--- src/rtl/lcf_pkg.sv ---
package lcf_pkg;
  localparam int unsigned DESC_WORDS     = 16;
  localparam int unsigned IDX_W          = $clog2(DESC_WORDS);
  localparam int unsigned ALIGN_BITS     = 4;
  localparam int unsigned HIDE_BITS      = 2;
  localparam int unsigned STAT_BITS      = 3;
  localparam int unsigned CTRL_DEFER_BIT = 31;
  localparam int unsigned FMT_W          = 5;

  // word positions inside one descriptor
  localparam int unsigned W_CTRL    = 0;
  localparam int unsigned W_VPSTART = 3;
  localparam int unsigned W_VPSTOP  = 4;
  localparam int unsigned W_PIXBASE = 5;
  localparam int unsigned W_PITCH   = 6;
  localparam int unsigned W_SIZE    = 7;
  localparam int unsigned W_LINK    = 9;
  localparam int unsigned W_PROPS   = 13;

  // status bit positions
  localparam int unsigned ST_UFLOW   = 0;
  localparam int unsigned ST_OVERRUN = 1;
  localparam int unsigned ST_ALIGN   = 2;

  typedef struct packed {
    logic [31:0]          ctrl;
    logic [31:0]          vp_start;
    logic [31:0]          vp_stop;
    logic [31:0]          pix_base;
    logic [31:0]          pitch;
    logic [31:0]          size;
    logic [HIDE_BITS-1:0] hide;
  } shadow_t;

  typedef enum logic [1:0] {
    WK_IDLE = 2'd0,
    WK_REQ  = 2'd1,
    WK_WAIT = 2'd2
  } walk_st_e;
endpackage

--- src/rtl/lcf_walker.sv ---
module lcf_walker
  import lcf_pkg::*;
#(
  parameter int unsigned ADDR_W = 32
) (
  input  logic              clk_i,
  input  logic              rst_ni,
  input  logic              vsync_i,
  input  logic [ADDR_W-1:0] ptr_i,
  input  logic              mem_rvalid_i,
  output logic              mem_req_o,
  output logic [ADDR_W-1:0] mem_addr_o,
  output logic              word_we_o,
  output logic [IDX_W-1:0]  word_idx_o,
  output logic              fetch_done_o,
  output logic              busy_o,
  output logic              overrun_o,
  output logic              misalign_o
);
  walk_st_e          st_q, st_d;
  logic [ADDR_W-1:0] base_q;
  logic [IDX_W-1:0]  idx_q, idx_d;
  logic              idx_en, base_en;
  logic              idle, ptr_ok, start, last;

  assign idle   = (st_q == WK_IDLE);
  assign ptr_ok = (ptr_i != '0) && (ptr_i[ALIGN_BITS-1:0] == '0);
  assign start  = vsync_i && idle && ptr_ok;
  assign last   = (idx_q == IDX_W'(DESC_WORDS - 1));

  assign word_we_o    = (st_q == WK_WAIT) && mem_rvalid_i;
  assign fetch_done_o = word_we_o && last;
  assign overrun_o    = vsync_i && !idle;
  assign misalign_o   = vsync_i && idle && (ptr_i[ALIGN_BITS-1:0] != '0);
  assign busy_o       = !idle;
  assign mem_req_o    = (st_q == WK_REQ);
  assign mem_addr_o   = base_q + ADDR_W'({idx_q, 2'b00});
  assign word_idx_o   = idx_q;

  always_comb begin
    st_d    = st_q;
    idx_d   = idx_q;
    idx_en  = 1'b0;
    base_en = 1'b0;
    unique case (st_q)
      WK_IDLE: begin
        if (start) begin
          st_d    = WK_REQ;
          idx_d   = '0;
          idx_en  = 1'b1;
          base_en = 1'b1;
        end
      end
      WK_REQ: st_d = WK_WAIT;
      WK_WAIT: begin
        if (mem_rvalid_i) begin
          if (last) begin
            st_d = WK_IDLE;
          end else begin
            st_d   = WK_REQ;
            idx_d  = idx_q + 1'b1;
            idx_en = 1'b1;
          end
        end
      end
      default: st_d = WK_IDLE;
    endcase
  end

  always_ff @(posedge clk_i or negedge rst_ni) begin
    if (!rst_ni) st_q <= WK_IDLE;
    else         st_q <= st_d;
  end

  always_ff @(posedge clk_i or negedge rst_ni) begin
    if (!rst_ni)     idx_q <= '0;
    else if (idx_en) idx_q <= idx_d;
  end

  always_ff @(posedge clk_i or negedge rst_ni) begin
    if (!rst_ni)      base_q <= '0;
    else if (base_en) base_q <= ptr_i;
  end

  AST_ONE_OUTSTANDING: assert property (@(posedge clk_i) disable iff (!rst_ni)
    mem_req_o |=> !mem_req_o);
  AST_NO_BAD_FETCH: assert property (@(posedge clk_i) disable iff (!rst_ni)
    (vsync_i && idle && !ptr_ok) |=> !mem_req_o);
  AST_NO_RESTART_BUSY: assert property (@(posedge clk_i) disable iff (!rst_ni)
    (vsync_i && !idle) |=> $stable(base_q));
endmodule

--- src/rtl/lcf_collect.sv ---
module lcf_collect
  import lcf_pkg::*;
(
  input  logic             clk_i,
  input  logic             rst_ni,
  input  logic             word_we_i,
  input  logic [IDX_W-1:0] word_idx_i,
  input  logic [31:0]      word_i,
  output shadow_t          stage_o,
  output logic [31:0]      link_o
);
  shadow_t     stage_q;
  logic [31:0] link_q;
  logic        en_ctrl, en_vps, en_vpe, en_pix, en_pitch, en_size, en_link, en_props;

  always_comb begin
    en_ctrl  = word_we_i && (word_idx_i == IDX_W'(W_CTRL));
    en_vps   = word_we_i && (word_idx_i == IDX_W'(W_VPSTART));
    en_vpe   = word_we_i && (word_idx_i == IDX_W'(W_VPSTOP));
    en_pix   = word_we_i && (word_idx_i == IDX_W'(W_PIXBASE));
    en_pitch = word_we_i && (word_idx_i == IDX_W'(W_PITCH));
    en_size  = word_we_i && (word_idx_i == IDX_W'(W_SIZE));
    en_link  = word_we_i && (word_idx_i == IDX_W'(W_LINK));
    en_props = word_we_i && (word_idx_i == IDX_W'(W_PROPS));
  end

  always_ff @(posedge clk_i or negedge rst_ni) begin
    if (!rst_ni) begin
      stage_q <= '0;
      link_q  <= '0;
    end else begin
      if (en_ctrl)  stage_q.ctrl     <= word_i;
      if (en_vps)   stage_q.vp_start <= word_i;
      if (en_vpe)   stage_q.vp_stop  <= word_i;
      if (en_pix)   stage_q.pix_base <= word_i;
      if (en_pitch) stage_q.pitch    <= word_i;
      if (en_size)  stage_q.size     <= word_i;
      if (en_props) stage_q.hide     <= word_i[HIDE_BITS-1:0];
      if (en_link)  link_q           <= word_i;
    end
  end

  assign stage_o = stage_q;
  assign link_o  = link_q;

  AST_STAGE_ONLY_ON_WORD: assert property (@(posedge clk_i) disable iff (!rst_ni)
    !word_we_i |=> $stable(stage_q));
endmodule

--- src/rtl/lcf_shadow.sv ---
module lcf_shadow
  import lcf_pkg::*;
(
  input  logic    clk_i,
  input  logic    rst_ni,
  input  logic    vsync_i,
  input  logic    field_bot_i,
  input  logic    fetch_done_i,
  input  shadow_t stage_i,
  output shadow_t act_o,
  output logic    visible_o,
  output logic    field_bot_o
);
  shadow_t act_q, act_d, pend_q;
  logic    act_v_q, pend_v_q, pend_v_d, fld_q;
  logic    defer, from_stage, from_pend, act_en, pend_en;

  assign defer      = stage_i.ctrl[CTRL_DEFER_BIT];
  assign from_stage = fetch_done_i && !defer;
  assign from_pend  = vsync_i && pend_v_q;
  assign pend_en    = fetch_done_i && defer;
  assign act_en     = from_stage || from_pend;

  always_comb begin
    act_d    = from_stage ? stage_i : pend_q;
    pend_v_d = pend_v_q;
    if (from_pend) pend_v_d = 1'b0;
    if (pend_en)   pend_v_d = 1'b1;
  end

  always_ff @(posedge clk_i or negedge rst_ni) begin
    if (!rst_ni) begin
      act_q   <= '0;
      act_v_q <= 1'b0;
    end else if (act_en) begin
      act_q   <= act_d;
      act_v_q <= 1'b1;
    end
  end

  always_ff @(posedge clk_i or negedge rst_ni) begin
    if (!rst_ni)      pend_q <= '0;
    else if (pend_en) pend_q <= stage_i;
  end

  always_ff @(posedge clk_i or negedge rst_ni) begin
    if (!rst_ni) pend_v_q <= 1'b0;
    else         pend_v_q <= pend_v_d;
  end

  always_ff @(posedge clk_i or negedge rst_ni) begin
    if (!rst_ni)      fld_q <= 1'b0;
    else if (vsync_i) fld_q <= field_bot_i;
  end

  assign act_o       = act_q;
  assign visible_o   = act_v_q && (act_q.hide == '0);
  assign field_bot_o = fld_q;

  AST_SHADOW_ATOMIC: assert property (@(posedge clk_i) disable iff (!rst_ni)
    (!vsync_i && !fetch_done_i) |=> $stable(act_q));
  AST_DEFER_WAITS: assert property (@(posedge clk_i) disable iff (!rst_ni)
    (fetch_done_i && defer && !vsync_i) |=> $stable(act_q));
  AST_FIELD_HOLD: assert property (@(posedge clk_i) disable iff (!rst_ni)
    !vsync_i |=> $stable(fld_q));
endmodule

--- src/rtl/lcf_regs.sv ---
module lcf_regs
  import lcf_pkg::*;
#(
  parameter int unsigned ADDR_W = 32
) (
  input  logic              clk_i,
  input  logic              rst_ni,
  input  logic              reg_we_i,
  input  logic              reg_sel_i,
  input  logic [31:0]       reg_wdata_i,
  input  logic              fetch_done_i,
  input  logic              busy_i,
  input  logic [31:0]       link_i,
  input  logic              underflow_i,
  input  logic              overrun_i,
  input  logic              misalign_i,
  output logic [ADDR_W-1:0] ptr_o,
  output logic [31:0]       reg_rdata_o
);
  logic [ADDR_W-1:0]    ptr_q, ptr_d;
  logic                 ptr_en, hold_q, hold_d;
  logic [STAT_BITS-1:0] stat_q, stat_d, stat_set, stat_clr;
  logic                 sw_ptr_wr, sw_stat_wr, take_link;

  assign sw_ptr_wr  = reg_we_i && !reg_sel_i;
  assign sw_stat_wr = reg_we_i && reg_sel_i;
  assign take_link  = fetch_done_i && !hold_q;

  always_comb begin
    ptr_en = sw_ptr_wr || take_link;
    ptr_d  = sw_ptr_wr ? reg_wdata_i[ADDR_W-1:0] : link_i[ADDR_W-1:0];

    hold_d = hold_q;
    if (sw_ptr_wr && busy_i) hold_d = 1'b1;
    if (fetch_done_i)        hold_d = 1'b0;

    stat_set             = '0;
    stat_set[ST_UFLOW]   = underflow_i;
    stat_set[ST_OVERRUN] = overrun_i;
    stat_set[ST_ALIGN]   = misalign_i;
    stat_clr = sw_stat_wr ? reg_wdata_i[STAT_BITS-1:0] : '0;
    stat_d   = (stat_q & ~stat_clr) | stat_set;
  end

  always_ff @(posedge clk_i or negedge rst_ni) begin
    if (!rst_ni)     ptr_q <= '0;
    else if (ptr_en) ptr_q <= ptr_d;
  end

  always_ff @(posedge clk_i or negedge rst_ni) begin
    if (!rst_ni) hold_q <= 1'b0;
    else         hold_q <= hold_d;
  end

  always_ff @(posedge clk_i or negedge rst_ni) begin
    if (!rst_ni) stat_q <= '0;
    else         stat_q <= stat_d;
  end

  assign ptr_o       = ptr_q;
  assign reg_rdata_o = reg_sel_i ? 32'(stat_q) : 32'(ptr_q);

  AST_SW_PTR_TAKES: assert property (@(posedge clk_i) disable iff (!rst_ni)
    sw_ptr_wr |=> (ptr_q == $past(reg_wdata_i[ADDR_W-1:0])));
  AST_SW_BEATS_LINK: assert property (@(posedge clk_i) disable iff (!rst_ni)
    (fetch_done_i && hold_q && !sw_ptr_wr) |=> $stable(ptr_q));
  AST_OVERRUN_FLAG: assert property (@(posedge clk_i) disable iff (!rst_ni)
    overrun_i |=> stat_q[ST_OVERRUN]);
  AST_UFLOW_STICKY: assert property (@(posedge clk_i) disable iff (!rst_ni)
    (stat_q[ST_UFLOW] && !(sw_stat_wr && reg_wdata_i[ST_UFLOW])) |=> stat_q[ST_UFLOW]);
endmodule

--- src/rtl/layer_chain_fetch.sv ---
module layer_chain_fetch
  import lcf_pkg::*;
#(
  parameter int unsigned ADDR_W = 32
) (
  input  logic              clk_i,
  input  logic              rst_ni,
  input  logic              vsync_i,
  input  logic              field_bot_i,
  input  logic              underflow_i,
  input  logic              reg_we_i,
  input  logic              reg_sel_i,
  input  logic [31:0]       reg_wdata_i,
  output logic [31:0]       reg_rdata_o,
  output logic              mem_req_o,
  output logic [ADDR_W-1:0] mem_addr_o,
  input  logic [31:0]       mem_rdata_i,
  input  logic              mem_rvalid_i,
  output logic [31:0]       ctrl_o,
  output logic [FMT_W-1:0]  fmt_o,
  output logic [31:0]       vp_start_o,
  output logic [31:0]       vp_stop_o,
  output logic [31:0]       pix_base_o,
  output logic [31:0]       pitch_o,
  output logic [31:0]       size_o,
  output logic              visible_o,
  output logic              field_bot_o
);
  logic [1:0]        rst_sync_q;
  logic              rst_n;
  logic [ADDR_W-1:0] ptr;
  logic              word_we, fetch_done, busy, overrun, misalign;
  logic [IDX_W-1:0]  word_idx;
  shadow_t           stage, act;
  logic [31:0]       link;

  // reset asserts at once and releases on the clock
  always_ff @(posedge clk_i or negedge rst_ni) begin
    if (!rst_ni) rst_sync_q <= '0;
    else         rst_sync_q <= {rst_sync_q[0], 1'b1};
  end
  assign rst_n = rst_sync_q[1];

  lcf_walker #(.ADDR_W(ADDR_W)) walker_i (
    .clk_i        (clk_i),
    .rst_ni       (rst_n),
    .vsync_i      (vsync_i),
    .ptr_i        (ptr),
    .mem_rvalid_i (mem_rvalid_i),
    .mem_req_o    (mem_req_o),
    .mem_addr_o   (mem_addr_o),
    .word_we_o    (word_we),
    .word_idx_o   (word_idx),
    .fetch_done_o (fetch_done),
    .busy_o       (busy),
    .overrun_o    (overrun),
    .misalign_o   (misalign)
  );

  lcf_collect collect_i (
    .clk_i      (clk_i),
    .rst_ni     (rst_n),
    .word_we_i  (word_we),
    .word_idx_i (word_idx),
    .word_i     (mem_rdata_i),
    .stage_o    (stage),
    .link_o     (link)
  );

  lcf_shadow shadow_i (
    .clk_i        (clk_i),
    .rst_ni       (rst_n),
    .vsync_i      (vsync_i),
    .field_bot_i  (field_bot_i),
    .fetch_done_i (fetch_done),
    .stage_i      (stage),
    .act_o        (act),
    .visible_o    (visible_o),
    .field_bot_o  (field_bot_o)
  );

  lcf_regs #(.ADDR_W(ADDR_W)) regs_i (
    .clk_i        (clk_i),
    .rst_ni       (rst_n),
    .reg_we_i     (reg_we_i),
    .reg_sel_i    (reg_sel_i),
    .reg_wdata_i  (reg_wdata_i),
    .fetch_done_i (fetch_done),
    .busy_i       (busy),
    .link_i       (link),
    .underflow_i  (underflow_i),
    .overrun_i    (overrun),
    .misalign_i   (misalign),
    .ptr_o        (ptr),
    .reg_rdata_o  (reg_rdata_o)
  );

  assign ctrl_o     = act.ctrl;
  assign fmt_o      = act.ctrl[FMT_W-1:0];
  assign vp_start_o = act.vp_start;
  assign vp_stop_o  = act.vp_stop;
  assign pix_base_o = act.pix_base;
  assign pitch_o    = act.pitch;
  assign size_o     = act.size;
endmodule

--- config.mk ---
export PLATFORM = sky130hd
export DESIGN_NAME = layer_chain_fetch
export DESIGN_NICKNAME = d
export VERILOG_FILES = /design/src/rtl/lcf_pkg.sv /design/src/rtl/lcf_walker.sv /design/src/rtl/lcf_collect.sv /design/src/rtl/lcf_shadow.sv /design/src/rtl/lcf_regs.sv /design/src/rtl/layer_chain_fetch.sv
export SDC_FILE = /design/constraint.sdc
export NUM_CORES = 1
export LEC_CHECK = 0
export ABC_AREA = 1
export BUFFER_PORTS_ARGS = -buffer_cell sky130_fd_sc_hd__buf_4
export CORE_UTILIZATION = 45
export CTS_BUF_LIST = sky130_fd_sc_hd__clkbuf_8 sky130_fd_sc_hd__clkbuf_16
export DETAILED_ROUTE_END_ITERATION = 10
export GPL_TIMING_DRIVEN = 1
export PLACE_DENSITY_LB_ADDON = 0.12
export SYNTH_ARGS = -nofsm -noshare
export SYNTH_HDL_FRONTEND = slang
export SYNTH_SLANG_ARGS = --single-unit
--- constraint.sdc ---
create_clock -name clk_i -period 28.8 [get_ports clk_i]
set_input_delay 2.88 -clock clk_i [delete_from_list [all_inputs] [get_ports clk_i]]
set_output_delay 2.88 -clock clk_i [all_outputs]
set_load 0.02 [all_outputs]
==> results.ini, run 1 <==
[setup_path]
cp_top_family = buffers and inverters
cpPeakStageDelay_ps = 330
worstSetupPathType = input port to primary output
r2r_start = collect_i.stage_o[193]
timing.critical_path.mode_cell = sky130_fd_sc_hd__buf_4
worst-path-max-fanout = 37
req_time_crit_path_ps = 25920
setup.worst_path.end_class = primary output
timing.critical_path.arrival_ps = 3590
critical_path_buf_inv_count = 2
cp_cell_sequence = buf_4 -> o21ai_0 -> buf_4
startpoint_type = input port
critPathSlowestCell = sky130_fd_sc_hd__buf_4
setup.worst_path.start = reg_sel_i

[global_route]
grt_antenna_before_repair = 4
globalRoute.totalOverflow = 0
first_pass_grt_wire_length_um = 136000
grt_use_total_pct = 26.6
number_of_global_route_vias_before_repair = 22200
pin_count_of_the_biggest_net_entering_global_routing = 233

[placed_design]
dpl_hpwl_um = 56500
postPlaceCellArea_um2 = 31500
port_buffers = 335
gp_congestion = 0.860

[sta]
final_setup_skew_ps = 19.6
fin_hold_ws_ps = 347
slew_violations = 0
min_period_over_period_pct = 22.5
max_freq_mhz = 155
final.setup.tns_ps = 0
post-route-min-period_ps = 6470
setup_violations = 0
report.final.hold_viol_count = 0
setup_repair_after_global_routing_missed_its_margin = no
slew_at_the_pin_closest_to_its_max_slew_limit_ps = 1190
slew-limit-headroom_pct = 20.9

[worst_hold_path]
timing.hold.worst.start = rst_sync_q[0]
hold_path.class = flop to flop

[detailed_routing]
finalWirelength_um = 89400
antenna_violating_nets_post_route = 0
drt-initial-drc-count = 2247
avgRoutedWirePerCell_um = 20.9
post_drt_via_cell_ratio = 5.33
drc = 0
vias = 22800
detailedRoute.firstPassIterationCount = 5

[clock_tree]
clock-sinks = 693
worst_setup_hold_path_clk_slew_ps = 50
ctsResizeCount = 0
cts_hold_repair.buffers = 0
cts.repair_timing.setup_buffer_count = 0
htree_num_levels = 3
cts-root-to-sink-buffers = 3
clk-insertion-delay-late_ps = 610
cts_tree = yes
root_buffer = sky130_fd_sc_hd__clkbuf_16
clock_buffer_count_from_cts = 76

[floorplanning]
die_x_um = 260
floorplan.initialDensity_pct = 45.5
die_height_um = 260
row_count = 94
core_area_um2 = 65900
dieArea_um2 = 67700
ios = 336

[logic_synthesis]
yosys_warnings = 0
syn_area_um2 = 30000
synth.net_count = 3395
synth_enable_flop_cells = 0
post-synth-top-area-cell = sky130_fd_sc_hd__dfrtp_1
yosysMostFrequentCell = sky130_fd_sc_hd__nand2_1
synth_flop_cell = sky130_fd_sc_hd__dfrtp_1
synth-seq-area-share_pct = 57.8
ff_latch_count_synth = 693
mean_area_per_synthesized_cell_um2 = 9.05
synthTopCellsByCount = sky130_fd_sc_hd__nand2_1, sky130_fd_sc_hd__dfrtp_1, sky130_fd_sc_hd__o21ai_0
synthTopCellsByArea = sky130_fd_sc_hd__dfrtp_1, sky130_fd_sc_hd__nand2_1, sky130_fd_sc_hd__o21ai_0
syn-instance-count = 3314
ys_async_sr_fraction_pct = 100
synth.top_cell.area_share_pct = 57.8
yosys.cell_types.count = 32

[status]
run_status = complete, no violations

[final_layout]
sequential_cell_area_um2 = 17300
nFillCells = 6131
final_area_um2 = 34100
flow.area_growth_from_synthesis_pct = 13.6
num-nets-final = 3438
multi_input_area_um2 = 9430
layout-drive-gt1-share_pct = 15.5

[power]
leakagePower_nw = 16.9
cell_pwr_density_nw_per_um2 = 69.0
vdd_drop_max_v = 0.0000470

[job]
max_cap_violations = 0

[final timing paths]
check                                    endpoint  slack [ps]  cells after the start
setup / recovery                   reg_rdata_o[2]       22330                      3
max in group asynchronous  collect_i.stage_o[171]       24570                      4
hold reg to reg                     rst_sync_q[1]         350                      0
hold / removal                      rst_sync_q[1]         350                      0
min in group asynchronous      shadow_i.act_o[10]         410                      0
setup reg to reg               shadow_i.act_o[85]       24520                      8
[report_power, final]
part	total (mW)	internal, mW	switching [mW]	leakage (nW)
logic	0.254	0.0808	0.173	6.75
clock network	0.979	0.588	0.391	1.31
registers	1.12	1.05	0.0641	8.87
[cells in the final DEF, fill, tap and decap left out, types with 7 or more instances in the layout]
master                      Yosys  routed
sky130_fd_sc_hd__buf_4        201     358
sky130_fd_sc_hd__bufinv_16      0       7
sky130_fd_sc_hd__clkbuf_16      0      77
sky130_fd_sc_hd__clkbuf_8       0      16
sky130_fd_sc_hd__clkinv_2       0      13
sky130_fd_sc_hd__dfrtp_1      693     691
sky130_fd_sc_hd__ha_1           8       8
sky130_fd_sc_hd__inv_1        245     260
sky130_fd_sc_hd__nand2_1      861     861
sky130_fd_sc_hd__nand3_1      343     341
sky130_fd_sc_hd__nand4_1        7       7
sky130_fd_sc_hd__nor2_1        79      79
sky130_fd_sc_hd__nor3_1        12      12
sky130_fd_sc_hd__o211ai_1     162     162
sky130_fd_sc_hd__o21ai_0      416     416
sky130_fd_sc_hd__o21ai_1       10      10
sky130_fd_sc_hd__or2_2         29      29
sky130_fd_sc_hd__xor2_1        20      20
[cells by family after synthesis]
group                    Yosys count  synth area share (%)
AO/OA/AOI/OAI                    596                  11.3
XOR/XNOR                          24                 0.701
adder cells (fa/ha/maj)            9                 0.401
buffers and inverters            645                  10.9
flip-flops                       693                  57.8
multiplexers                       1                0.0376
other                              1                0.0125
AND/OR/NAND/NOR                 1345                  18.8
[layer usage]
metal / GRT usage, % / vias to the layer above / wire length (um)
li1: - / 10700 / -
met1: 35.7 / 11200 / 37700
met2: 41.5 / 721 / 41500
met3: 6.38 / 158 / 6670
met4: 10.8 / 6 / 3520
met5: 0 / - / 39
[worst reg2reg max path: stages (launching register included)]
cell	delay, ps
sky130_fd_sc_hd__dfrtp_2	340
sky130_fd_sc_hd__buf_4	670
sky130_fd_sc_hd__inv_1	260
sky130_fd_sc_hd__nand2_8	560
sky130_fd_sc_hd__nand2_1	240
sky130_fd_sc_hd__inv_6	800
sky130_fd_sc_hd__buf_4	950
sky130_fd_sc_hd__nand2_1	220
sky130_fd_sc_hd__o211ai_1	140
[metrics by stage]
step                utilization (%)  setup slack, ps  instances  power [mW]
finish                         51.7            22330       4277        2.35
global route                   51.7            22270       4275        2.45
CTS                            51.7            22330       4275        2.37
detailed placement             47.9            22330       4143        1.39
global placement               47.9            22380       4143        1.38
floorplan                         -             8050       3314        1.27
[registers in the layout (all words and copies together) (netlist names)]
signal,count
collect_i.link_o,32
collect_i.stage_o,194
regs_i.hold_q,1
regs_i.ptr_o,32
regs_i.stat_q,3
rst_sync_q,2
shadow_i.act_o,194
shadow_i.act_v_q,1
shadow_i.field_bot_o,1
shadow_i.pend_q,194
shadow_i.pend_v_q,1
walker_i.base_q,32
walker_i.st_q,2
walker_i.word_idx_o,4
[area by class of cell]
class	count	area share, %
Antenna cell	2	0.0147
Clock buffer	93	6.30
Clock inverter	39	1.06
Inverter	249	2.77
Multi-Input combinational cell	1976	27.7
Sequential cell	693	50.9
Tap cell	864	3.17
Timing Repair Buffer	361	8.07
No activity file was read; power rests on OpenSTA's default activity.
==> run 2: changes to the inputs <==
- ABC_AREA: 1 -> 0
- clock period: 28.8 -> 6.3 ns (I/O delays scaled with it)
==> run 2 against run 1 <==
Effect of this change:
- the run now ends with DRC left
- clock skew rose by 2.6 ps
- sequential power rose to 5.1 times the previous value
- combinational power rose to 6.6 times the previous value
- worst setup slack got worse by 20000 ps
- cell area rose by 0.68%
- highest routed layer is now met4
==> results.ini, run 2 <==
[setup_path]
cp_cell_sequence = ha_1 -> nand4_1 -> o22ai_1 -> nand4_2 -> nor3_1 -> xor2_1 -> buf_4
setup.worst_path.end_class = primary output
timing.critical_path.arrival_ps = 3080  ; -510 ps
cpPeakStageDelay_ps = 550  ; +220 ps
worst-path-max-fanout = 10  ; -73%
rr_worst_depth = 6  ; -2
critPathSlowestCell = sky130_fd_sc_hd__o22ai_1
req_time_crit_path_ps = 5670  ; -20250 ps
r2r_start = walker_i.word_idx_o[1]
crit_end = mem_addr_o[29]
reg2reg_slack_ps = 3100  ; -21420 ps
worstSetupPathType = flop to primary output
startpoint_type = flop
regToRegEndpoint = shadow_i.pend_q[15]
setup.worst_path.start = walker_i.word_idx_o[3]

[clock_tree]
cts-root-to-sink-buffers = 3  ; unchanged
ctsResizeCount = 0  ; unchanged
root_buffer = sky130_fd_sc_hd__clkbuf_16
htree_num_levels = 3  ; unchanged
cts_tree = yes
worst_setup_hold_path_clk_slew_ps = 60  ; about the same
clock-sinks = 693  ; unchanged
cts.repair_timing.setup_buffer_count = 0  ; unchanged
cts_hold_repair.buffers = 1  ; +1
clk-insertion-delay-late_ps = 620  ; about the same
clock_buffer_count_from_cts = 76  ; unchanged

[sta]
slew_at_the_pin_closest_to_its_max_slew_limit_ps = 1130  ; -57.5 ps
post-route-min-period_ps = 3710
max_freq_mhz = 269
final.setup.tns_ps = 0  ; unchanged
setup_repair_after_global_routing_missed_its_margin = no
report.final.hold_viol_count = 0  ; unchanged
slew_violations = 0  ; unchanged
min_period_over_period_pct = 58.9
fin_hold_ws_ps = 217  ; -130 ps
slew-limit-headroom_pct = 24.7  ; +3.8 points
final_setup_skew_ps = 22.2  ; +2.60 ps
setup_violations = 0  ; unchanged

[power]
cell_pwr_density_nw_per_um2 = 341  ; +390%
leakagePower_nw = 18.4  ; +8.6%
vdd_drop_max_v = 0.000193  ; +310%
finalPower_mw = 11.7  ; +400%

[logic_synthesis]
yosysMostFrequentCell = sky130_fd_sc_hd__dfrtp_1
syn-instance-count = 2355  ; -29%
synth-seq-area-share_pct = 57.4  ; -0.42 points
synth_flop_cell = sky130_fd_sc_hd__dfrtp_1
post-synth-top-area-cell = sky130_fd_sc_hd__dfrtp_1
syn_area_um2 = 30200  ; +0.73%
synth_enable_flop_cells = 0  ; unchanged
synth.top_cell.area_share_pct = 57.4  ; -0.42 points
synthTopCellsByCount = sky130_fd_sc_hd__dfrtp_1, sky130_fd_sc_hd__mux2_2, sky130_fd_sc_hd__nand2_1
yosys.cell_types.count = 49  ; +53%
ff_latch_count_synth = 693  ; unchanged
yosys_warnings = 0  ; unchanged
synth.net_count = 2436  ; -28%
synthTopCellsByArea = sky130_fd_sc_hd__dfrtp_1, sky130_fd_sc_hd__mux2_2, sky130_fd_sc_hd__mux2i_1
ys_async_sr_fraction_pct = 100  ; unchanged
mean_area_per_synthesized_cell_um2 = 12.8  ; +42%

[floorplanning]
row_count = 94  ; unchanged
die_x_um = 261  ; +0.36%
floorplan.initialDensity_pct = 45.7  ; +0.17 points
core_area_um2 = 66100  ; +0.36%
dieArea_um2 = 68200  ; +0.72%
ios = 336  ; unchanged
die_height_um = 261  ; +0.36%

[global_route]
globalRoute.totalOverflow = 0  ; unchanged
grt_antenna_before_repair = 17  ; +13
pin_count_of_the_biggest_net_entering_global_routing = 235  ; +0.86%
number_of_global_route_vias_before_repair = 17900  ; -19%
grt_use_total_pct = 23.1  ; -3.4 points
first_pass_grt_wire_length_um = 116000  ; -15%

[detailed_routing]
post_drt_via_cell_ratio = 5.29  ; -0.76%
vias = 17900  ; -21%
antenna_violating_nets_post_route = 0  ; unchanged
drt-initial-drc-count = 1311  ; -42%
drc = 12  ; +12
finalWirelength_um = 78300  ; -12%
avgRoutedWirePerCell_um = 23.1  ; +11%
detailedRoute.firstPassIterationCount = 10  ; +5

[status]
failed_checks = DRC
run_status = finished with violations

[placed_design]
dpl_hpwl_um = 48400  ; -14%
gp_congestion = 0.878  ; +2.1%
placed_cells_incl_taps = 3248  ; -22%
port_buffers = 335  ; unchanged

[final_layout]
layout.cells.most_common_list = sky130_fd_sc_hd__dfrtp_1, sky130_fd_sc_hd__mux2_2, sky130_fd_sc_hd__buf_4
layout_commonest_cell = sky130_fd_sc_hd__dfrtp_1
flow.area_growth_from_synthesis_pct = 13.5  ; about the same
sequential_cell_area_um2 = 17300  ; about the same
layout-drive-gt1-share_pct = 36.4  ; +21 points
instances_no_fill = 3386  ; -21%
nFillCells = 5752  ; -6.2%
multi_input_area_um2 = 10700  ; +13%
num-nets-final = 2544  ; -26%

[worst_hold_path]
hold_path.class = input port to flop

[job]
max_cap_violations = 0  ; unchanged

## run 2: changes by cell type after synthesis, moves of 31 or more
cell | before | now
sky130_fd_sc_hd__a21oi_1 | 5 | 36
sky130_fd_sc_hd__clkbuf_1 | 117 | 44
sky130_fd_sc_hd__inv_1 | 245 | 9
sky130_fd_sc_hd__mux2_2 | 1 | 431
sky130_fd_sc_hd__mux2i_1 | 0 | 225
sky130_fd_sc_hd__nand2_1 | 861 | 226
sky130_fd_sc_hd__nand3_1 | 343 | 13
sky130_fd_sc_hd__nor2b_1 | 0 | 31
sky130_fd_sc_hd__o211ai_1 | 162 | 0
sky130_fd_sc_hd__o21ai_0 | 416 | 89
sky130_fd_sc_hd__o21ai_1 | 10 | 112
## run 2: cells by family (layout without fill, tap and decap cells)
| kind of cell | count (synthesis) | count (layout) | synth area share, % |
|---|---|---|---|
| DFF | 693 | 693 | 57.4 |
| muxes | 676 | 676 | 24.3 |
| and+or+nand+nor | 368 | 368 | 5.49 |
| buffers and inverters | 333 | 495 | 7.42 |
| AOI/OAI and AO/OA | 247 | 247 | 4.18 |
| xor gates and xnor gates | 28 | 28 | 0.812 |
| adders and majority gates | 9 | 9 | 0.398 |
| other | 1 | 6 | 0.0124 |
## run 2: final cells by class
cell class	count	share of cell area, %
Tap cell	864	3.15
Inverter	9	0.0985
Clock buffer	95	6.34
Sequential cell	693	50.6
Clock inverter	37	0.657
Antenna cell	5	0.0365
Multi-Input combinational cell	1329	31.1
Timing Repair Buffer	354	8.01
## run 2: worst min path at each step
stage	startpoint	to	slack, ps	cells after the start
after global routing	underflow_i	regs_i.stat_q[0]	190	2
after CTS	underflow_i	regs_i.stat_q[0]	180	2
after global placement	rst_sync_q[0]	rst_sync_q[1]	340	0
after floorplan	rst_ni	rst_sync_q[0]	330	0
final	underflow_i	regs_i.stat_q[0]	220	2
after detailed placement	rst_sync_q[0]	rst_sync_q[1]	340	0
## run 2: report_power, final
group | internal (mW) | switching (mW)
clock network | 2.47 | 1.78
registers | 5.15 | 0.594
logic | 0.885 | 0.798
total | 8.51 | 3.17
## run 2: layer usage
layer	track usage, %	up-vias	share of wire (%)
met2	39.2	391	51
met1	30.1	9267	42
li1	-	8161	-
met4	6.51	0	2.4
met3	4.69	98	5.3
met5	0	-	0
## run 2: stage by stage
stage	util, %	setup WS [ps]	area, um^2
2_1_floorplan	-	-397	30200
3_3_place_gp	48.2	3150	31900
3_5_place_dp	48.2	3090	31900
4_1_cts	51.9	2550	34300
5_1_grt	51.9	2290	34300
6_report	51.9	2590	34300
## run 2: critical path: cells and delay by family (launching register included)
kind,cells,cell delay [ps]
adder cells (fa/ha/maj),1,440
AND/OR/NAND/NOR,3,670
XOR/XNOR,1,170
buffers and inverters,1,160
AO/OA/AOI/OAI,1,550
flip-flops,1,480
